`config.mk`:
```
export PLATFORM = sky130hd
export DESIGN_NAME = fp_jam_ctrl
export DESIGN_NICKNAME = d
export VERILOG_FILES = /design/src/rtl/fp_jam_pkg.sv /design/src/rtl/fp_press_edge.sv /design/src/rtl/fp_jam_seq.sv /design/src/rtl/fp_cycle_gate.sv /design/src/rtl/fp_jam_ctrl.sv
export SDC_FILE = /design/constraint.sdc
export NUM_CORES = 1
export LEC_CHECK = 0
export BUFFER_PORTS_ARGS = -buffer_cell sky130_fd_sc_hd__buf_2
export CORE_MARGIN = 1
export CORE_UTILIZATION = 30
export DETAILED_ROUTE_END_ITERATION = 12
export GPL_TIMING_DRIVEN = 0
export REMOVE_ABC_BUFFERS = 1
export SETUP_SLACK_MARGIN = 0.02
export SLEW_MARGIN = 40
export SYNTH_ARGS = -nofsm -noshare
export SYNTH_HDL_FRONTEND = slang
export SYNTH_HIERARCHICAL = 1
export SYNTH_SLANG_ARGS = --single-unit
```
`constraint.sdc`:
```
create_clock -name clk -period 2.36 [get_ports clk]
set_input_delay 0.472 -clock clk [delete_from_list [all_inputs] [get_ports clk]]
set_output_delay 0.472 -clock clk [all_outputs]
set_load 0.01 [all_outputs]
```
`src/rtl/fp_jam_pkg.sv`:
```
package fp_jam_pkg;
  // Forced-byte phase; counts down, the value gives the byte still to go.
  typedef enum logic [1:0] {
    PH_IDLE = 2'd0,
    PH_HI   = 2'd1,
    PH_LO   = 2'd2,
    PH_OP   = 2'd3
  } jam_ph_t;

  localparam logic [7:0] JMP_OPCODE = 8'hC3;
endpackage

```
`src/rtl/fp_press_edge.sv`:
```
module fp_press_edge #(
  parameter int N = 2
) (
  input  logic         clk,
  input  logic         rst,
  input  logic [N-1:0] btn,
  output logic [N-1:0] press
);
  for (genvar g = 0; g < N; g++) begin : g_edge
    logic btn_q;
    logic press_q;
    always_ff @(posedge clk) begin
      if (rst) begin
        btn_q   <= 1'b0;
        press_q <= 1'b0;
      end else begin
        btn_q   <= btn[g];
        press_q <= btn[g] & ~btn_q;
      end
    end
    assign press[g] = press_q;
  end
endmodule

```
`src/rtl/fp_jam_seq.sv`:
```
module fp_jam_seq
  import fp_jam_pkg::*;
#(
  parameter int DW = 8,
  parameter logic [DW-1:0] JMP_OP = JMP_OPCODE,
  localparam int AW = 2 * DW
) (
  input  logic          clk,
  input  logic          rst,
  input  logic          load,
  input  logic [AW-1:0] sw_addr,
  input  logic          consume,
  output logic          active,
  output logic [DW-1:0] jam_byte
);
  jam_ph_t       ph;
  logic [AW-1:0] tgt;

  always_ff @(posedge clk) begin
    if (rst) begin
      ph  <= PH_IDLE;
      tgt <= '0;
    end else if (load && ph == PH_IDLE) begin
      ph  <= PH_OP;
      tgt <= sw_addr;
    end else if (consume && ph != PH_IDLE) begin
      ph <= jam_ph_t'(ph - 2'd1);
    end
  end

  assign active = (ph != PH_IDLE);

  always_comb begin
    case (ph)
      PH_OP:   jam_byte = JMP_OP;
      PH_LO:   jam_byte = tgt[DW-1:0];
      PH_HI:   jam_byte = tgt[AW-1:DW];
      default: jam_byte = '0;
    endcase
  end


  tgt_hold_chk: assert property (@(posedge clk) disable iff (rst)
    (active && $past(active)) |-> $stable(tgt));


  phase_order_chk: assert property (@(posedge clk) disable iff (rst)
    (ph == PH_LO) |-> ($past(ph) == PH_OP || $past(ph) == PH_LO));
endmodule

```
`src/rtl/fp_cycle_gate.sv`:
```
module fp_cycle_gate #(
  parameter int DW = 8,
  parameter int SW = 8,
  parameter int RD_BIT = 7,
  localparam int AW = 2 * DW
) (
  input  logic          clk,
  input  logic          rst,
  input  logic          cyc_start,
  input  logic [SW-1:0] status,
  input  logic [AW-1:0] addr,
  input  logic          step_press,
  input  logic          jam_active,
  input  logic [DW-1:0] jam_byte,
  output logic          ready,
  output logic          jam_en,
  output logic [DW-1:0] jam_data,
  output logic [SW-1:0] st_lights,
  output logic [AW-1:0] addr_lights,
  output logic          consume
);
  logic pend;
  logic credit;
  logic grant;

  assign grant   = pend && (credit || jam_active);
  assign consume = grant && jam_active && st_lights[RD_BIT];

  always_ff @(posedge clk) begin
    if (rst) begin
      ready       <= 1'b0;
      jam_en      <= 1'b0;
      jam_data    <= '0;
      st_lights   <= '0;
      addr_lights <= '0;
      pend        <= 1'b0;
      credit      <= 1'b0;
    end else begin
      ready    <= grant;
      jam_en   <= consume;
      jam_data <= consume ? jam_byte : '0;
      if (cyc_start) begin
        st_lights   <= status;
        addr_lights <= addr;
        pend        <= 1'b1;
      end else if (grant) begin
        pend <= 1'b0;
      end
      if (jam_active)      credit <= 1'b0;
      else if (step_press) credit <= 1'b1;
      else if (grant)      credit <= 1'b0;
    end
  end


  ready_pulse_chk: assert property (@(posedge clk) disable iff (rst)
    ready |=> !ready);


  jam_en_read_chk: assert property (@(posedge clk) disable iff (rst)
    jam_en |-> (ready && st_lights[RD_BIT]));
endmodule

```
`src/rtl/fp_jam_ctrl.sv`:
```
module fp_jam_ctrl
  import fp_jam_pkg::*;
#(
  parameter int DW = 8,
  parameter int SW = 8,
  parameter int RD_BIT = 7,
  parameter logic [DW-1:0] JMP_OP = JMP_OPCODE,
  localparam int AW = 2 * DW
) (
  input  logic          clk,
  input  logic          rst,
  input  logic          cyc_start,
  input  logic [SW-1:0] cpu_status,
  input  logic [AW-1:0] cpu_addr,
  input  logic [AW-1:0] sw_addr,
  input  logic          step_btn,
  input  logic          exam_btn,
  output logic [DW-1:0] jam_data,
  output logic          jam_en,
  output logic          ready,
  output logic [SW-1:0] status_lights,
  output logic [AW-1:0] addr_lights
);
  logic [1:0]    press;
  logic          step_ok;
  logic          jam_active;
  logic          consume;
  logic [DW-1:0] jam_byte;

  fp_press_edge #(.N(2)) u_edge (
    .clk   (clk),
    .rst   (rst),
    .btn   ({exam_btn, step_btn}),
    .press (press)
  );

  // Examine wins over a simultaneous step.
  assign step_ok = press[0] & ~press[1];

  fp_jam_seq #(.DW(DW), .JMP_OP(JMP_OP)) u_seq (
    .clk      (clk),
    .rst      (rst),
    .load     (press[1]),
    .sw_addr  (sw_addr),
    .consume  (consume),
    .active   (jam_active),
    .jam_byte (jam_byte)
  );

  fp_cycle_gate #(.DW(DW), .SW(SW), .RD_BIT(RD_BIT)) u_gate (
    .clk         (clk),
    .rst         (rst),
    .cyc_start   (cyc_start),
    .status      (cpu_status),
    .addr        (cpu_addr),
    .step_press  (step_ok),
    .jam_active  (jam_active),
    .jam_byte    (jam_byte),
    .ready       (ready),
    .jam_en      (jam_en),
    .jam_data    (jam_data),
    .st_lights   (status_lights),
    .addr_lights (addr_lights),
    .consume     (consume)
  );
endmodule

```
### Word level (Yosys, flattened, before mapping)

Index checks and enable logic that the tools add are counted.
Widths: inputs -> output; s select.

| storage, ports and cells | value |
|---|---|
| register bits | 58 |
| bits in latches | 0 |
| memory bits (writable) | 0 |
| ROM bits | 0 |
| memories kept | 0 |

| operators by class | value |
|---|---|
| add/sub/neg operators | 1 |
| multiply operators | 0 |
| divide/modulo/power cells | 0 |
| order comparisons | 0 |
| eq/ne operators | 3 |
| shifts and indexed selects | 0 |
| muxes and demuxes | 6 |
| bitwise logic cells | 7 |
| reduce and logical (&&, ||, !) cells | 13 |

Operator list:

| operator | number |
|---|---|
| $pmux 8 s3 | 1 |
| $reduce_bool 2->1 | 4 |
| $logic_and 1x1->1 | 5 |
| $eq 2x2->1 const B | 2 |
| $mux 2 | 2 |
| $not 1->1 | 4 |
| $reduce_or 2->1 | 2 |
| $and 1x1->1 | 3 |
| $mux 1 | 3 |
| $eq 2x1->1 const B | 1 |
| $logic_not 2->1 | 1 |
| $sub 2x1->2 const B | 1 |
| $logic_or 1x1->1 | 1 |

### Longest topological paths before layout

Gate-level depths: netlist of run 1.

| depth | value |
|---|---|
| word-level depth | 8 |
| gate-level depth with buffers | 8 |
| depth with buffers taken out | 6 |

### Hierarchy

The synthesis of run 1 kept the hierarchy.

Modules (own cells, without submodules):

| module | instances | cells each | area an instance (um^2) | sequential area each (um^2) |
|---|---|---|---|---|
| fp_cycle_gate | 1 | 109 | 1224.9 | 720.7 |
| fp_jam_seq | 1 | 108 | 996.0 | 360.3 |
| fp_press_edge | 1 | 10 | 132.6 | 80.1 |
| fp_jam_ctrl | 1 | 1 | 13.8 | 0.0 |

### Least setup slack after synthesis of run 1

Ideal clock, no wire load.

| path | value |
|---|---|
| kind | flip-flop to flip-flop |
| start | register u_seq.ph[0] |
| end | register u_seq.ph[1] |
| arrival time | 1.613 ns |
| data required time | 2.239 ns |
| setup slack | 0.626 ns |
| stages on the path, launching flop included | 9 |
| buffers on the path | 2 |
| cells stage by stage | dfxtp_1 inv_1 ha_1 buf_6 buf_2 inv_1 and3_1 mux2i_2 mux2_4 |

| between the ends | value |
|---|---|
| cells in the longest elaborated chain, start to end | 7 |
| elaborated cells between the ends (all ways) | 12 |

RTL lines:

| item | RTL line | source |
|---|---|---|
| start, declared | fp_jam_seq.sv:16 | `jam_ph_t ph;` |
| start signal, assigned | fp_jam_seq.sv:27 | `ph <= jam_ph_t'(ph - 2'd1);` |
| $reduce_bool 2->1 * | fp_jam_seq.sv:31 | `assign active = (ph != PH_IDLE);` |
| named net jam_active | fp_jam_ctrl.sv:26 | `logic jam_active;` |
| $logic_or 1x1->1 | fp_cycle_gate.sv:26 | `assign grant = pend && (credit \|\| jam_active);` |
| $logic_and 1x1->1 | fp_cycle_gate.sv:26 |  |
| $logic_and 1x1->1 * (2 in series) | fp_cycle_gate.sv:27 | `assign consume = grant && jam_active && st_lights[RD_BIT];` |
| named net consume | fp_jam_ctrl.sv:27 | `logic consume;` |
| $logic_and 1x1->1 * | fp_jam_seq.sv:26 | `end else if (consume && ph != PH_IDLE) begin` |
| $reduce_bool 2->1 (no source line) * | - |  |

The timed path passes the listed nets; every way through them passes the cells marked *. The select of a mux whose other input is x is not followed.
A chain may end at the register's enable or synchronous reset.

### Worst setup path after layout of run 1

Same ends and word-level chain as after synthesis.

==> flow_summary.json, run 1 <==
{
  "criticalPathCategory": "reg2reg",
  "r2r_slack_ps": 300,
  "r2r_start": "u_seq/ph[0]",
  "async_flop_share_pct": 0,
  "power_frac_clock_pct": 43.5,
  "grt-ovfl-total": 0,
  "cp-startpoint": "u_seq/ph[0]",
  "grt_use_met1_pct": 14.1,
  "synth.area.top_cells": "dfxtp_1 (49%), mux2i_1 (10%), nor2_1 (5.5%), a21bo_2 (5.5%), buf_6 (4.8%)",
  "cp.arrival_ps": 2270,
  "synth.most_common_cell": "dfxtp_1",
  "peakVddDrop_uv": 381,
  "clk_pin_slew_worst_paths_ps": 60,
  "status": "completed",
  "ys_types": 29,
  "worstSkewPairLatency_ps": 330,
  "fmax_mhz": 486,
  "fin_ws_ps": 300,
  "numCtsBuffers": 9,
  "switchingPower_uw": 552,
  "finalNetCount": 345,
  "postCtsSetupBuffers": 0,
  "antenna_found_initial": 2,
  "relSlewSlack_pct": 53.0,
  "power_leakage_uw": 0.00138,
  "synth_area_leader_cell": "dfxtp_1",
  "max_cap_violations": 0,
  "hold_viol": 0,
  "seqPwrFrac_pct": 45.8,
  "post_cts_resized": 0,
  "power_switching_share_pct": 23.8,
  "die_h_microns": 90.8,
  "clock_path_buffers": 2,
  "worst_pin_slew_ps": 705,
  "setup_violations": 0,
  "routedWlPerCell_microns": 11.9,
  "critPathCaptureType": "flip-flop",
  "combinationalPowerShare_pct": 10.7,
  "drive_above_1_share_pct": 38.2,
  "routabilityCongestion": 0.697,
  "hold_end": "u_edge/g_edge[1].btn_q",
  "hp-start": "exam_btn",
  "grt_pass1_vias": 1741,
  "synth_top_area_share_pct": 49.0,
  "grt_start_max_net_pins": 52,
  "die_area_sq_um": 8250,
  "wirelength_microns": 4790,
  "synth_seq_area_share_pct": 49.0,
  "num_rows": 32,
  "via_count": 1777,
  "place_ws_ps": 325,
  "postSynthCellCount": 228,
  "start_kind": "flip-flop",
  "vias_per_cell": 4.40,
  "powerDensity_nw_per_um2": 785,
  "hold_depth": 2,
  "start_util_pct": 30.8,
  "root_buffer": "clkbuf_8",
  "ant_nets": 0,
  "critPathRequiredTime_ps": 2570,
  "htreeDepth": 3,
  "drc": 0,
  "ios": 79,
  "intPower_uw": 1760,
  "cts_tree": "done",
  "cts.sinks": 58,
  "area_growth_pct": 24.7,
  "firstDrtPassIters": 6,
  "yosysWarnings": 6,
  "post-dp-hpwl_microns": 3090,
  "use_met2_pct": 19.0,
  "met3_usage_pct": 5.13,
  "post_synth.cell_area_avg_sq_um": 10.4,
  "rsz0062_at_grt": "no",
  "busiest_layer": "met2",
  "slew_violations": 0,
  "fin_tns_setup_ps": 0,
  "synth_ff_type": "dfxtp_1",
  "rr_worst_depth": 6,
  "core-area_sq_um": 7690,
  "grtUsageTotal_pct": 12.2,
  "syn-cell-area_sq_um": 2370,
  "die_w_microns": 90.8,
  "fin_skew_ps": 5.27,
  "r2r_end": "u_seq/ph[1]",
  "finalCritPeriodShare_pct": 87.3,
  "dr.first_iter.drc_count": 56,
  "port_buffers": 78,
  "grt_pass1_wl_microns": 7840,
  "synth_edf_count": 0,
  "cp_max_fo": 25,
  "ys_ff_latch": 58,
  "hold_path_class": "in2reg",
  "hold_buffers": 0,
  "layout_min_cycle_time_ps": 2060,
  "synth_commonest_cells": "dfxtp_1 (58), nor2_1 (35), mux2i_1 (24)"
}
## layout by cell type, fill, tap and decap left out, drive strengths merged
cell      instances
a211oi            1
mux2i            25
a21oi            17
clkinvlp          1
clkinv            2
nor3b             3
nand3            16
o21a              1
a221oi            4
or3b              1
nor2b             5
and3b             1
and3              1
clkbuf           11
inv               4
buf              79
mux2              1
dfxtp            58
a21bo            16
a22oi             4
nor2             35
diode             1
bufinv            2
and2              8
and4b             1
ha                4
## flip-flops by register name (all words and copies together) (netlist names)
register               cells
u_edge/g_edge.btn_q        2
u_edge/g_edge.press_q      2
u_gate/addr_lights        16
u_gate/credit              1
u_gate/jam_data            8
u_gate/jam_en              1
u_gate/pend                1
u_gate/ready               1
u_gate/st_lights           8
u_seq/ph                   2
u_seq/tgt                 16
## power by group through the flow
| stage | Clock (uW) | Sequential (uW) | Combinational (uW) |
|---|---|---|---|
| 2_1_floorplan | 0 | 1090 | 121 |
| 3_3_place_gp | 0 | 1080 | 237 |
| 3_5_place_dp | 0 | 1080 | 250 |
| 4_1_cts | 1040 | 1060 | 251 |
| 5_1_grt | 1090 | 1070 | 276 |
| 6_report | 1010 | 1060 | 248 |
## worst max-delay path, cell delays in order (launching register included)
cell	delay (ps)
dfxtp_1	350
inv_1	120
ha_2	530
inv_1	180
and3_1	240
mux2i_2	200
mux2_4	320
## area by class of cell
| cell class | count | area [sq um] |
|---|---|---|
| fill | 816 | 4740 |
| sequential | 58 | 1160 |
| multi-input combinational | 144 | 1020 |
| timing repair buffer | 79 | 408 |
| clock buffer | 11 | 141 |
| tap | 102 | 128 |
| clock inverter | 5 | 77.6 |
| inverter | 4 | 15.0 |
| antenna | 1 | 2.50 |
## cells by family (layout without fill, tap and decap cells)
kind of cell / count (synthesis) / after routing / share of synthesized area [%]
multiplexers: 26 / 26 / 11.4
buffers and inverters: 26 / 99 / 8.09
other: 0 / 1 / 0
flip-flops: 58 / 58 / 49.0
AND/OR/NAND/NOR: 71 / 71 / 15.5
AO/OA/AOI/OAI: 43 / 43 / 13.9
adder cells (fa/ha/maj): 4 / 4 / 2.11
## worst max-delay path by stage
stage / end / slack [ps]
after floorplan: u_seq/ph[1] / 40
after global placement: u_seq/ph[1] / -430
after detailed placement: u_seq/ph[1] / 320
after CTS: u_seq/ph[1] / 280
after global routing: u_seq/ph[1] / 170
final: u_seq/ph[1] / 300
## per-stage QoR
| stage | utilization [%] | hold slack [ps] | power [uW] | cells | area [sq um] |
|---|---|---|---|---|---|
| floorplan | - | 387 | 1210 | 206 | 2190 |
| global placement | 35.2 | 393 | 1320 | 386 | 2710 |
| detailed placement | 35.5 | 393 | 1330 | 387 | 2730 |
| CTS | 38.4 | 349 | 2360 | 403 | 2950 |
| global route | 38.4 | 352 | 2430 | 403 | 2950 |
| finish | 38.4 | 370 | 2320 | 404 | 2950 |
## layer usage
metal / vias up / wire, microns
met1: 779 / 2230
met4: 0 / 88
li1: 910 / -
met3: 12 / 433
met5: - / 0
met2: 76 / 2040
Note: power is estimated with default switching activity, not from simulation.
==> inputs of run 2 (changes only) <==
Settings changed: GPL_ROUTABILITY_DRIVEN set to 0, MAX_ROUTING_LAYER set to met4.
Clock period 2.36 ns to 2.3 ns, I/O delays scaled along.
==> run 2 against run 1 <==
Die area did not move. Clock power about the same. Setup slack worse by 57 ps. Non-clock buffer count did not move. Hold slack got worse by 13 ps. Critical path depth is the same. Sequential power about the same. Count of clock-buffer cells in the layout unchanged. Largest cell class unchanged.
==> flow_summary.json, run 2 (same netlist as run 1, synthesis figures left out) <==
{
  "cp.arrival_ps": 2270,
  "die_w_microns": 90.8,
  "status": "completed",
  "criticalPathCategory": "reg2reg",
  "postCtsSetupBuffers": 0,
  "met2WireLength_microns": 2030,
  "num_rows": 32,
  "wirelength_microns": 4790,
  "port_buffers": 78,
  "die_area_sq_um": 8250,
  "grt_pass1_vias": 1744,
  "cts.sinks": 58,
  "post_cts_resized": 0,
  "start_util_pct": 30.8,
  "dr.first_iter.drc_count": 50,
  "ios": 79,
  "clock_path_buffers": 2,
  "hold_path_class": "in2reg",
  "cts_tree": "done",
  "fin_hold_ws_ps": 357,
  "top_regs": "u_gate/addr_lights x16, u_seq/tgt x16",
  "switchingPower_uw": 566,
  "hold_buffers": 0,
  "worst_pin_slew_ps": 703,
  "area_growth_pct": 24.8,
  "relSlewSlack_pct": 53.1,
  "seqPwrFrac_pct": 45.8,
  "slowest_stage": "ha_2",
  "cp_max_fo": 25,
  "fin_util_pct": 38.4,
  "placed_cell_area_sq_um": 2730,
  "ant_nets": 0,
  "worstSkewPairLatency_ps": 330,
  "crit_family": "adder cells",
  "grt_start_max_net_pins": 52,
  "critPathRequiredTime_ps": 2510,
  "rr_worst_depth": 6,
  "die_h_microns": 90.8,
  "powerDensity_nw_per_um2": 804,
  "setup_violations": 0,
  "cp_cell_sequence": "inv_1 -> ha_2 -> inv_1 -> and3_1 -> mux2i_2 -> mux2_4",
  "grtUsageTotal_pct": 12.5,
  "layout_common_cells": "buf_2 (77), dfxtp_1 (57), nor2_1 (35)",
  "final_common_cell": "buf_2",
  "firstDrtPassIters": 6,
  "combinationalPowerShare_pct": 10.7,
  "numCtsBuffers": 9,
  "drive_above_1_share_pct": 38.2,
  "root_buffer": "clkbuf_8",
  "place_ws_ps": 265,
  "multi_input_area_sq_um": 1020,
  "via_count": 1776,
  "grt_pass1_wl_microns": 7850,
  "intPower_uw": 1810,
  "slew_violations": 0,
  "antenna_found_initial": 2,
  "grt-ovfl-total": 0,
  "power_leakage_uw": 0.00138,
  "wl_met3_microns": 398,
  "finalNetCount": 345,
  "fin_ws_ps": 243,
  "layout_min_cycle_time_ps": 2060,
  "start_kind": "flip-flop",
  "core-area_sq_um": 7690,
  "routedWlPerCell_microns": 11.8,
  "rsz0062_at_grt": "no",
  "post-dp-hpwl_microns": 3090,
  "critical_path_depth": 6,
  "critPathMaxStageDelay_ps": 530,
  "critPathCaptureType": "flip-flop",
  "design_area_sq_um": 2950,
  "power_frac_clock_pct": 43.5,
  "fin_skew_ps": 4.72,
  "hold_viol": 0,
  "vias_per_cell": 4.39,
  "fmax_mhz": 486,
  "power_switching_share_pct": 23.8,
  "htreeDepth": 3,
  "peakVddDrop_uv": 391,
  "finalCritPeriodShare_pct": 89.4,
  "cp_common_cell": "inv_1",
  "total_power_uw": 2380,
  "n_fill_cell": 815,
  "max_cap_violations": 0,
  "hold_depth": 2,
  "drc": 0,
  "regArea_sq_um": 1160,
  "wl_met1_microns": 2270,
  "top_layer_used": "met4",
  "cp_num_buf_inv": 2,
  "clk_pin_slew_worst_paths_ps": 60
}
run 2: cell types whose count changed in the layout (fill, tap and decap cells not counted), sizes merged:
cell | previous run | this run
diode | 1 | 2
run 2: worst reg2reg max path, cell delays in order (launching register included):
cell and delay [ps]:
dfxtp_1 350, inv_1 120, ha_2 530, inv_1 190, and3_1 240, mux2i_2 200, mux2_4 320
run 2: final cells by class:
class                      count  share of cell area (%)
sequential                    58                    39.3
clock inverter                 5                    2.63
multi-input combinational    144                    34.4
inverter                       4                   0.508
tap                          102                    4.32
timing repair buffer          79                    13.8
antenna                        2                   0.169
clock buffer                  11                    4.79
run 2: stage by stage:
step           cells  TNS [ps]
2_1_floorplan    206     -22.2
3_3_place_gp     386     -3250
3_5_place_dp     387         0
4_1_cts          403         0
5_1_grt          405         0
6_report         405         0
run 2: power groups by stage:
stage / clock network (uW) / logic [uW] / registers (uW)
3_3_place_gp: 0 / 243 / 1110
4_1_cts: 1070 / 258 / 1090
3_5_place_dp: 0 / 257 / 1110
2_1_floorplan: 0 / 124 / 1110
6_report: 1030 / 254 / 1090
5_1_grt: 1120 / 283 / 1090
run 2: layer usage:
| metal | track usage, % | vias to the layer above |
|---|---|---|
| met5 | - | - |
| met4 | 6.35 | 0 |
| met3 | 4.63 | 12 |
| met2 | 19.0 | 77 |
| met1 | 14.4 | 775 |
| li1 | - | 912 |
run 2: path summary, 6_finish.rpt:
| check | startpoint | end | slack (ps) |
|---|---|---|---|
| min reg2reg | u_edge/g_edge[1].btn_q | u_edge/g_edge[1].press_q | 400 |
| max reg2reg | u_seq/ph[0] | u_seq/ph[1] | 240 |
| min | exam_btn | u_edge/g_edge[1].btn_q | 360 |
| max | u_seq/ph[0] | u_seq/ph[1] | 240 |
==> inputs of run 3 (changes only) <==
Clock period 2.3 ns to 1.7 ns, I/O delays scaled along.
==> run 3 against run 2 <==
Sequential power is 35% higher. Utilization is 0.33 points higher. Count of clock-buffer cells in the layout stayed put. Global-route usage is 0.40 points higher. Sequential cell count stayed put. Largest power group unchanged.
==> flow_summary.json, run 3 (same netlist as run 1, synthesis figures left out) <==
{
  "port_buffers": 78,
  "critPathMaxStageDelay_ps": 350,
  "drive_above_1_share_pct": 38.6,
  "crit_family": "multiplexers",
  "core-area_sq_um": 7690,
  "met3_usage_pct": 5.89,
  "busiest_layer": "met2",
  "relSlewSlack_pct": 53.1,
  "status": "completed",
  "fmax_mhz": 638,
  "use_met2_pct": 19.1,
  "numCtsBuffers": 9,
  "root_buffer": "clkbuf_8",
  "fin_skew_ps": 5.72,
  "cp_max_fo": 13,
  "firstDrtPassIters": 4,
  "grt_pass1_vias": 1746,
  "start_util_pct": 30.8,
  "powerDensity_nw_per_um2": 1090,
  "cp_num_buf_inv": 2,
  "die_h_microns": 90.8,
  "power_frac_clock_pct": 43.4,
  "antenna_found_initial": 2,
  "grtUsageTotal_pct": 12.9,
  "ios": 79,
  "num_rows": 32,
  "final_common_cell": "buf_2",
  "finalNetCount": 347,
  "placed_cell_area_sq_um": 2730,
  "peakVddDrop_uv": 520,
  "ant_nets": 0,
  "critPathCaptureType": "flip-flop",
  "vias_per_cell": 4.36,
  "clock_path_buffers": 2,
  "layout_min_cycle_time_ps": 1570,
  "slew_violations": 0,
  "total_power_uw": 3240,
  "area_growth_pct": 25.8,
  "multi_input_area_sq_um": 1030,
  "hold_viol": 0,
  "grt_pass1_wl_microns": 8010,
  "cts_tree": "done",
  "drc": 0,
  "worst_pin_slew_ps": 704,
  "setup_violations": 0,
  "cp_cell_sequence": "inv_1 -> ha_4 -> buf_4 -> mux2i_2 -> mux2_4",
  "regArea_sq_um": 1160,
  "cts.sinks": 58,
  "start_kind": "flip-flop",
  "routedWlPerCell_microns": 12.1,
  "n_fill_cell": 813,
  "power_switching_share_pct": 24.1,
  "hold_path_class": "in2reg",
  "intPower_uw": 2460,
  "design_area_sq_um": 2980,
  "seqPwrFrac_pct": 45.5,
  "slowest_stage": "dfxtp_1",
  "switchingPower_uw": 780,
  "via_count": 1775,
  "criticalPathCategory": "reg2reg",
  "hold_buffers": 0,
  "critPathRequiredTime_ps": 1920,
  "max_cap_violations": 0,
  "grt_start_max_net_pins": 52,
  "wirelength_microns": 4910,
  "r2r_slack_ps": 130,
  "rsz0062_at_grt": "no",
  "finalCritPeriodShare_pct": 92.2,
  "combinationalPowerShare_pct": 11.2,
  "layout_common_cells": "buf_2 (77), dfxtp_1 (57), nor2_1 (35)",
  "cp.arrival_ps": 1790,
  "grt-ovfl-total": 0,
  "clk_pin_slew_worst_paths_ps": 60,
  "worstSkewPairLatency_ps": 330,
  "top_regs": "u_gate/addr_lights x16, u_seq/tgt x16",
  "die_w_microns": 90.8,
  "dr.first_iter.drc_count": 46,
  "post-dp-hpwl_microns": 3090,
  "die_area_sq_um": 8250,
  "power_leakage_uw": 0.00139,
  "grt_use_met1_pct": 15.2,
  "htreeDepth": 3
}
-- run 3: cell count changes in the layout (fill, tap and decap cells not counted) --
cell   before  now
ha_4        0    1
buf_4       1    3
ha_2        1    0
-- run 3: routing by layer --
metal	up-vias	wire length, microns	share of wire [%]
li1	920	-	-
met4	0	55	1.1
met5	-	0	0
met3	7	422	8.6
met1	771	2350	48
met2	77	2080	42
-- run 3: stage by stage --
stage	util (%)	TNS (ps)	setup slack [ps]	cells	hold slack, ps
6_report	38.8	0	133	407	233
5_1_grt	38.8	0	66.5	407	212
4_1_cts	38.7	0	131	405	217
3_5_place_dp	35.5	-1330	-335	387	393
3_3_place_gp	35.2	-17920	-1090	386	393
2_1_floorplan	-	-4140	-622	206	387
-- run 3: worst paths after layout --
| kind | to | startpoint | depth (start not counted) |
|---|---|---|---|
| max | u_seq/ph[1] | u_seq/ph[0] | 5 |
| min | u_edge/g_edge[1].btn_q | exam_btn | 2 |
| max reg2reg | u_seq/ph[1] | u_seq/ph[0] | 5 |
| min reg2reg | u_edge/g_edge[1].press_q | u_edge/g_edge[1].btn_q | 1 |
-- run 3: timing repair --
action	in CTS	in global routing
buffers inserted	2	0
endpoints found under the setup margin	12	0
resized for setup	1	0
hold endpoints to repair	0	0
-- run 3: layout make-up --
class | count | area share [%]
tap | 102 | 4.28
clock inverter | 5 | 2.60
multi-input combinational | 144 | 34.5
antenna | 2 | 0.168
clock buffer | 11 | 4.75
inverter | 4 | 0.504
sequential | 58 | 39.0
timing repair buffer | 81 | 14.2
-- run 3: power by group through the flow --
stage / sequential [uW] / clock (uW) / combinational [uW]
after floorplan: 1510 / 0 / 168
after global placement: 1500 / 0 / 329
after detailed placement: 1500 / 0 / 347
after CTS: 1470 / 1450 / 366
after global routing: 1480 / 1520 / 401
final: 1470 / 1400 / 362
